File: src/rtl/tick_defer_pkg.sv
package tick_defer_pkg;
  function automatic int ptr_width(input int depth);
    return (depth > 1) ? $clog2(depth) : 1;
  endfunction

  function automatic int cnt_width(input int depth);
    return $clog2(depth + 1);
  endfunction
endpackage

File: src/rtl/tick_defer_store.sv
module tick_defer_store #(
  parameter int ID_W   = 8,
  parameter int TIME_W = 32,
  parameter int TICK_W = 16,
  parameter int DEPTH  = 16,
  localparam int PTR_W = tick_defer_pkg::ptr_width(DEPTH),
  localparam int CNT_W = tick_defer_pkg::cnt_width(DEPTH)
) (
  input  logic              clk_i,
  input  logic              rst_ni,
  input  logic              push_i,
  input  logic [ID_W-1:0]   push_id_i,
  input  logic [TIME_W-1:0] push_time_i,
  input  logic [TICK_W-1:0] push_tick_i,
  input  logic              pop_i,
  input  logic              mark_last_i,
  output logic              full_o,
  output logic [ID_W-1:0]   rd_id_o,
  output logic [TIME_W-1:0] rd_time_o,
  output logic [TICK_W-1:0] rd_tick_o,
  output logic              rd_last_o
);
  logic [ID_W-1:0]   id_mem   [DEPTH];
  logic [TIME_W-1:0] time_mem [DEPTH];
  logic [TICK_W-1:0] tick_mem [DEPTH];
  logic [DEPTH-1:0]  last_mem;
  logic [PTR_W-1:0]  wr_idx, rd_idx, last_idx;
  logic [CNT_W-1:0]  occ;

  function automatic logic [PTR_W-1:0] idx_inc(input logic [PTR_W-1:0] p);
    return (p == PTR_W'(DEPTH - 1)) ? '0 : p + 1'b1;
  endfunction

  assign full_o    = (occ == CNT_W'(DEPTH));
  assign rd_id_o   = id_mem[rd_idx];
  assign rd_time_o = time_mem[rd_idx];
  assign rd_tick_o = tick_mem[rd_idx];
  assign rd_last_o = last_mem[rd_idx];

  always_ff @(posedge clk_i) begin
    if (push_i) begin
      id_mem[wr_idx]   <= push_id_i;
      time_mem[wr_idx] <= push_time_i;
      tick_mem[wr_idx] <= push_tick_i;
    end
  end

  // mark targets the newest record of the closing tick; it is never the slot written now
  always_ff @(posedge clk_i or negedge rst_ni) begin
    if (!rst_ni) begin
      last_mem <= '0;
    end else begin
      if (push_i)      last_mem[wr_idx]   <= 1'b0;
      if (mark_last_i) last_mem[last_idx] <= 1'b1;
    end
  end

  always_ff @(posedge clk_i or negedge rst_ni) begin
    if (!rst_ni) begin
      wr_idx   <= '0;
      rd_idx   <= '0;
      last_idx <= '0;
      occ      <= '0;
    end else begin
      if (push_i) begin
        wr_idx   <= idx_inc(wr_idx);
        last_idx <= wr_idx;
      end
      if (pop_i) rd_idx <= idx_inc(rd_idx);
      case ({push_i, pop_i})
        2'b10:   occ <= occ + 1'b1;
        2'b01:   occ <= occ - 1'b1;
        default: occ <= occ;
      endcase
    end
  end
endmodule

File: src/rtl/tick_defer_ctl.sv
module tick_defer_ctl #(
  parameter int TICK_W = 16,
  parameter int DEPTH  = 16,
  localparam int CNT_W = tick_defer_pkg::cnt_width(DEPTH)
) (
  input  logic              clk_i,
  input  logic              rst_ni,
  input  logic              tick_i,
  input  logic              push_i,
  input  logic              pop_i,
  output logic [TICK_W-1:0] stamp_tick_o,
  output logic              mark_last_o,
  output logic              rel_avail_o,
  output logic [CNT_W-1:0]  batch_cnt_o
);
  logic [TICK_W-1:0] cur_tick;
  logic [CNT_W-1:0]  cur_cnt;  // accepted in the open tick
  logic [CNT_W-1:0]  rel_cnt;  // stored records of closed ticks

  assign stamp_tick_o = tick_i ? cur_tick + 1'b1 : cur_tick;
  assign mark_last_o  = tick_i && (cur_cnt != '0);
  assign rel_avail_o  = (rel_cnt != '0);

  always_ff @(posedge clk_i or negedge rst_ni) begin
    if (!rst_ni) begin
      cur_tick    <= '0;
      cur_cnt     <= '0;
      rel_cnt     <= '0;
      batch_cnt_o <= '0;
    end else if (tick_i) begin
      cur_tick    <= cur_tick + 1'b1;
      batch_cnt_o <= cur_cnt;
      cur_cnt     <= CNT_W'(push_i);
      rel_cnt     <= rel_cnt + cur_cnt - CNT_W'(pop_i);
    end else begin
      cur_cnt <= cur_cnt + CNT_W'(push_i);
      rel_cnt <= rel_cnt - CNT_W'(pop_i);
    end
  end
endmodule

File: src/rtl/tick_defer_satcnt.sv
module tick_defer_satcnt #(
  parameter int W = 8
) (
  input  logic         clk_i,
  input  logic         rst_ni,
  input  logic         inc_i,
  output logic [W-1:0] cnt_o
);
  always_ff @(posedge clk_i or negedge rst_ni) begin
    if (!rst_ni)                cnt_o <= '0;
    else if (inc_i && !(&cnt_o)) cnt_o <= cnt_o + 1'b1;
  end
endmodule

File: src/rtl/tick_defer_queue.sv
module tick_defer_queue #(
  parameter int ID_W   = 8,
  parameter int TIME_W = 32,
  parameter int TICK_W = 16,
  parameter int DEPTH  = 16,
  parameter int DROP_W = 8,
  localparam int CNT_W = tick_defer_pkg::cnt_width(DEPTH)
) (
  input  logic              clk_i,
  input  logic              rst_ni,
  input  logic              ev_valid_i,
  input  logic [ID_W-1:0]   ev_id_i,
  input  logic [TIME_W-1:0] gtime_i,
  input  logic              tick_i,
  output logic              rec_valid_o,
  input  logic              rec_ready_i,
  output logic [ID_W-1:0]   rec_id_o,
  output logic [TIME_W-1:0] rec_time_o,
  output logic [TICK_W-1:0] rec_tick_o,
  output logic              rec_last_o,
  output logic [CNT_W-1:0]  batch_cnt_o,
  output logic [DROP_W-1:0] drop_cnt_o
);
  logic              full, push, pop, mark_last, rel_avail;
  logic [TICK_W-1:0] stamp_tick;

  assign push        = ev_valid_i && !full;
  assign rec_valid_o = rel_avail;
  assign pop         = rel_avail && rec_ready_i;

  tick_defer_store #(
    .ID_W(ID_W), .TIME_W(TIME_W), .TICK_W(TICK_W), .DEPTH(DEPTH)
  ) u_store (
    .clk_i       (clk_i),
    .rst_ni      (rst_ni),
    .push_i      (push),
    .push_id_i   (ev_id_i),
    .push_time_i (gtime_i),
    .push_tick_i (stamp_tick),
    .pop_i       (pop),
    .mark_last_i (mark_last),
    .full_o      (full),
    .rd_id_o     (rec_id_o),
    .rd_time_o   (rec_time_o),
    .rd_tick_o   (rec_tick_o),
    .rd_last_o   (rec_last_o)
  );

  tick_defer_ctl #(
    .TICK_W(TICK_W), .DEPTH(DEPTH)
  ) u_ctl (
    .clk_i        (clk_i),
    .rst_ni       (rst_ni),
    .tick_i       (tick_i),
    .push_i       (push),
    .pop_i        (pop),
    .stamp_tick_o (stamp_tick),
    .mark_last_o  (mark_last),
    .rel_avail_o  (rel_avail),
    .batch_cnt_o  (batch_cnt_o)
  );

  tick_defer_satcnt #(
    .W(DROP_W)
  ) u_drop (
    .clk_i  (clk_i),
    .rst_ni (rst_ni),
    .inc_i  (ev_valid_i && full),
    .cnt_o  (drop_cnt_o)
  );
endmodule

File: config.mk
export PLATFORM = sky130hd
export DESIGN_NAME = tick_defer_queue
export DESIGN_NICKNAME = d
export VERILOG_FILES = /design/src/rtl/tick_defer_pkg.sv /design/src/rtl/tick_defer_store.sv /design/src/rtl/tick_defer_ctl.sv /design/src/rtl/tick_defer_satcnt.sv /design/src/rtl/tick_defer_queue.sv
export SDC_FILE = /design/constraint.sdc
export NUM_CORES = 1
export LEC_CHECK = 0
export ABC_AREA = 0
export CAP_MARGIN = 20
export CORE_ASPECT_RATIO = 1.25
export CORE_MARGIN = 3
export CORE_UTILIZATION = 35
export CTS_BUF_LIST = sky130_fd_sc_hd__clkbuf_2
export CTS_CLUSTER_DIAMETER = 120
export DETAILED_ROUTE_END_ITERATION = 16
export SLEW_MARGIN = 0
export SYNTH_ARGS = -nofsm -noshare
export SYNTH_HDL_FRONTEND = slang
export SYNTH_HIERARCHICAL = 1
export SYNTH_SLANG_ARGS = --single-unit
File: constraint.sdc
create_clock -name clk_i -period 13.59 [get_ports clk_i]
set_clock_uncertainty 0.2 [all_clocks]
set_input_delay 2.718 -clock clk_i [delete_from_list [all_inputs] [get_ports clk_i]]
set_output_delay 2.718 -clock clk_i [all_outputs]
set_load 0.01 [all_outputs]
==> results.md <==
* Status: finished, final reports clean
* Final Net Count at 2107
* Clock slew at reported path FFs at 0.11 ns
* Num CTS Buffers at 226
* Largest cells by area after synthesis: edfxtp_1, mux4_2, dfrtp_1, a22oi_1, nand2_1
* Post-synth EDFFs at 896
* Layout cell share with drive strength beyond 1 at 30.3%
* Kind of end point of the critical path: primary output
* I/O pin cnt at 116
* Max cap viols at 0
* Dpl cells at 3215
* Unrepaired setup endpoints after global routing: false
* WHS Path Cells at 1
* R2R Path Start: u_store/occ[2]
* Syn Area/Cell at 21.4 um^2
* Rows at 133
* Post-Route WL at 87900 um
* Pint at 5630 uW
* CTS Sinks at 968
* Post-CTS Setup Bufs at 0
* Remaining antenna violation count at 0
* Final Hold Vio Count at 0
* R2R cell count at 6
* Detail Placement HPWL at 43600 um
* PD cells at 197 mW/mm^2
* GRT Total Usage at 15.9%
* Peak VDD IR at 0.000203 V
* Initial antenna violation count at 6
* Setup ws final at 5.08 ns
* Clk_lat worst skew at 1.44 ns
* Drt pass-1 iters at 4
* CTS tree: built
* Gate Count Post-Synth at 1740
* HP Class: flop to flop
* Die area at 0.110 mm^2
* Post-Layout Cell Count at 3639
* CP arrival at 5.59 ns
* Cell area after synthesis at 0.0372 mm^2
* Area growth from synthesis to layout at 13.7%
* Vias in the first global route at 20100
* Pleak at 0.0141 uW
* Worst hold start: u_store/occ[4]
* Syn. warnings at 6
* Post-synth top cells: edfxtp_1, mux4_2, a22oi_1
* # fillers at 9426
* GRT overflow at 0
* Count leader, synth: edfxtp_1
* Setup TNS at 0 ns
* Routed vias/inst at 5.12
* Initial DRC count at 1464
* Port bufs at 115
* Routability cong. at 0.740
* Crit path launch type: flop
* CP Max Fanout at 122
* Share of flip-flops with an asynchronous set or reset at 7.44%
* Chip Height at 371 um
* Vias after detailed routing at 18600
* Core area at 0.105 mm^2
* Seq pwr share at 46.0%
* Tcrit/Tclk final at 62.6%
* Terminus of the critical flop-to-flop path: u_store/tick_mem[13][10]
* Drt drc at 0
* Critical Path RT at 10.67 ns
* Post-synthesis sequential area ratio at 77.1%
* Mapped Nets at 1808
* Hold worst-path end: u_store/occ[4]
* Pre-CTS setup slack at 6.31 ns
* Hold-fix buffers, CTS at 0
* First-pass GRT wire length at 129000 um
* Max Slew Vio Count at 0
* Worst relative slew slack at 21.6%
* Synth Register Bits at 968
* Comb power frac at 31.7%
* Initial Utilization at 35.4%
* Fmax at 118 MHz
* Largest net degree at the start of global routing at 164
* Post-synth cell types at 52
* Post-CTS sizing at 0
* Clock Root Buffer: clkbuf_2
* Clock Power Share at 22.3%
* Switching Share at 32.6%
* Top FF cell, synth: edfxtp_1
* Area leader, netlist: edfxtp_1
* H-Tree Level Count at 4
* Top-area cell type share of the netlist area at 72.2%
* Clk buf depth at 3
* CP Class: flop to primary output
* Worst reg2reg setup slack at 9.58 ns
* Die width at 298 um
* Final setup violation count at 0
* Wire per inst at 24.1 um
* Worst slew pin tran at 1.18 ns
* NetSw at 2720 uW
* Final core utilization at 40.2%
* Crit path time final at 8.51 ns
## worst max-delay path by stage
| stage | endpoint | cells after the start | slack, ns | startpoint |
|---|---|---|---|---|
| global route | rec_tick_o[9] | 6 | 4.40 | u_store/rd_idx[1] |
| CTS | rec_tick_o[9] | 6 | 4.66 | u_store/rd_idx[1] |
| floorplan | u_store/last_mem[3] | 5 | 5.36 | ev_valid_i |
| detailed placement | rec_tick_o[9] | 6 | 6.31 | u_store/rd_idx[1] |
| global placement | rec_tick_o[9] | 6 | 6.31 | u_store/rd_idx[1] |
| finish | rec_tick_o[9] | 6 | 5.08 | u_store/rd_idx[1] |
## through the flow
| step | area [um^2] | total power (uW) | hold slack [ns] |
|---|---|---|---|
| 4_1_cts | 42300 | 8500 | 0.304 |
| 6_report | 42400 | 8360 | 0.293 |
| 3_3_place_gp | 40200 | 6560 | 0.265 |
| 2_1_floorplan | 37200 | 5550 | 0.243 |
| 3_5_place_dp | 40200 | 6620 | 0.277 |
| 5_1_grt | 42400 | 8840 | 0.318 |
## cell families after synthesis
family	share of synthesized area [%]
compound gates	3.21
xor+xnor	0.823
fa+ha+maj	0.793
buf+inv	1.39
flops	77.1
mux	14.3
simple gates	2.36
## state kept, by name (all words and copies together) (netlist names)
name               count
u_store/id_mem       128
u_store/time_mem     512
u_drop/cnt_o           8
u_store/last_mem      16
u_ctl/batch_cnt_o      5
u_store/last_idx       4
u_store/rd_idx         4
u_store/tick_mem     256
u_ctl/cur_cnt          5
u_store/wr_idx         4
u_ctl/cur_tick        16
u_store/occ            5
u_ctl/rel_cnt          5
## cell usage in the layout (no fill, tap or decap), types with 22 or more instances in the layout
| cell | Yosys | final |
|---|---|---|
| o21ai_0 | 35 | 35 |
| a22oi_1 | 114 | 114 |
| dfrtp_1 | 72 | 70 |
| ha_1 | 22 | 22 |
| clkbuf_2 | 0 | 338 |
| clkinv_1 | 0 | 53 |
| nand2_1 | 81 | 81 |
| xnor2_1 | 23 | 23 |
| clkdlybuf4s50_1 | 0 | 114 |
| mux4_2 | 228 | 228 |
| buf_4 | 17 | 45 |
| inv_1 | 22 | 22 |
| edfxtp_1 | 896 | 896 |
## power groups by stage
stage | clock [uW] | sequential [uW] | combinational (uW)
final | 1860 | 3850 | 2650
after global routing | 2090 | 3880 | 2870
after CTS | 1940 | 3850 | 2710
after detailed placement | 0 | 3920 | 2700
after global placement | 0 | 3900 | 2660
after floorplan | 0 | 3800 | 1750
## routing by layer
metal	wire, um	global-route usage [%]
met1	36100	20.5
met2	44700	26.9
met5	23	0
met3	5600	3.66
met4	1380	5.04
## worst max-delay path, stage by stage, from the launching register on
cell and delay (ns):
dfrtp_4 0.86, buf_4 0.77, buf_12 0.80, mux4_2 0.62, a22oi_1 0.19, nand2_1 0.25
clkdlybuf4s50_1 0.57
## layout make-up
type                            count  area (um^2)  share of cell area, %
Inverter                           22         82.6                  0.195
Tap cell                         1417         1770                   4.19
Antenna cell                        4         10.0                 0.0236
Clock inverter                     69          410                  0.969
Multi-Input combinational cell    660         8160                   19.3
Clock buffer                      338         1690                   3.99
Timing Repair Buffer              161         1520                   3.59
Sequential cell                   968        28700                   67.8
Power figures use the tool's default switching activity.
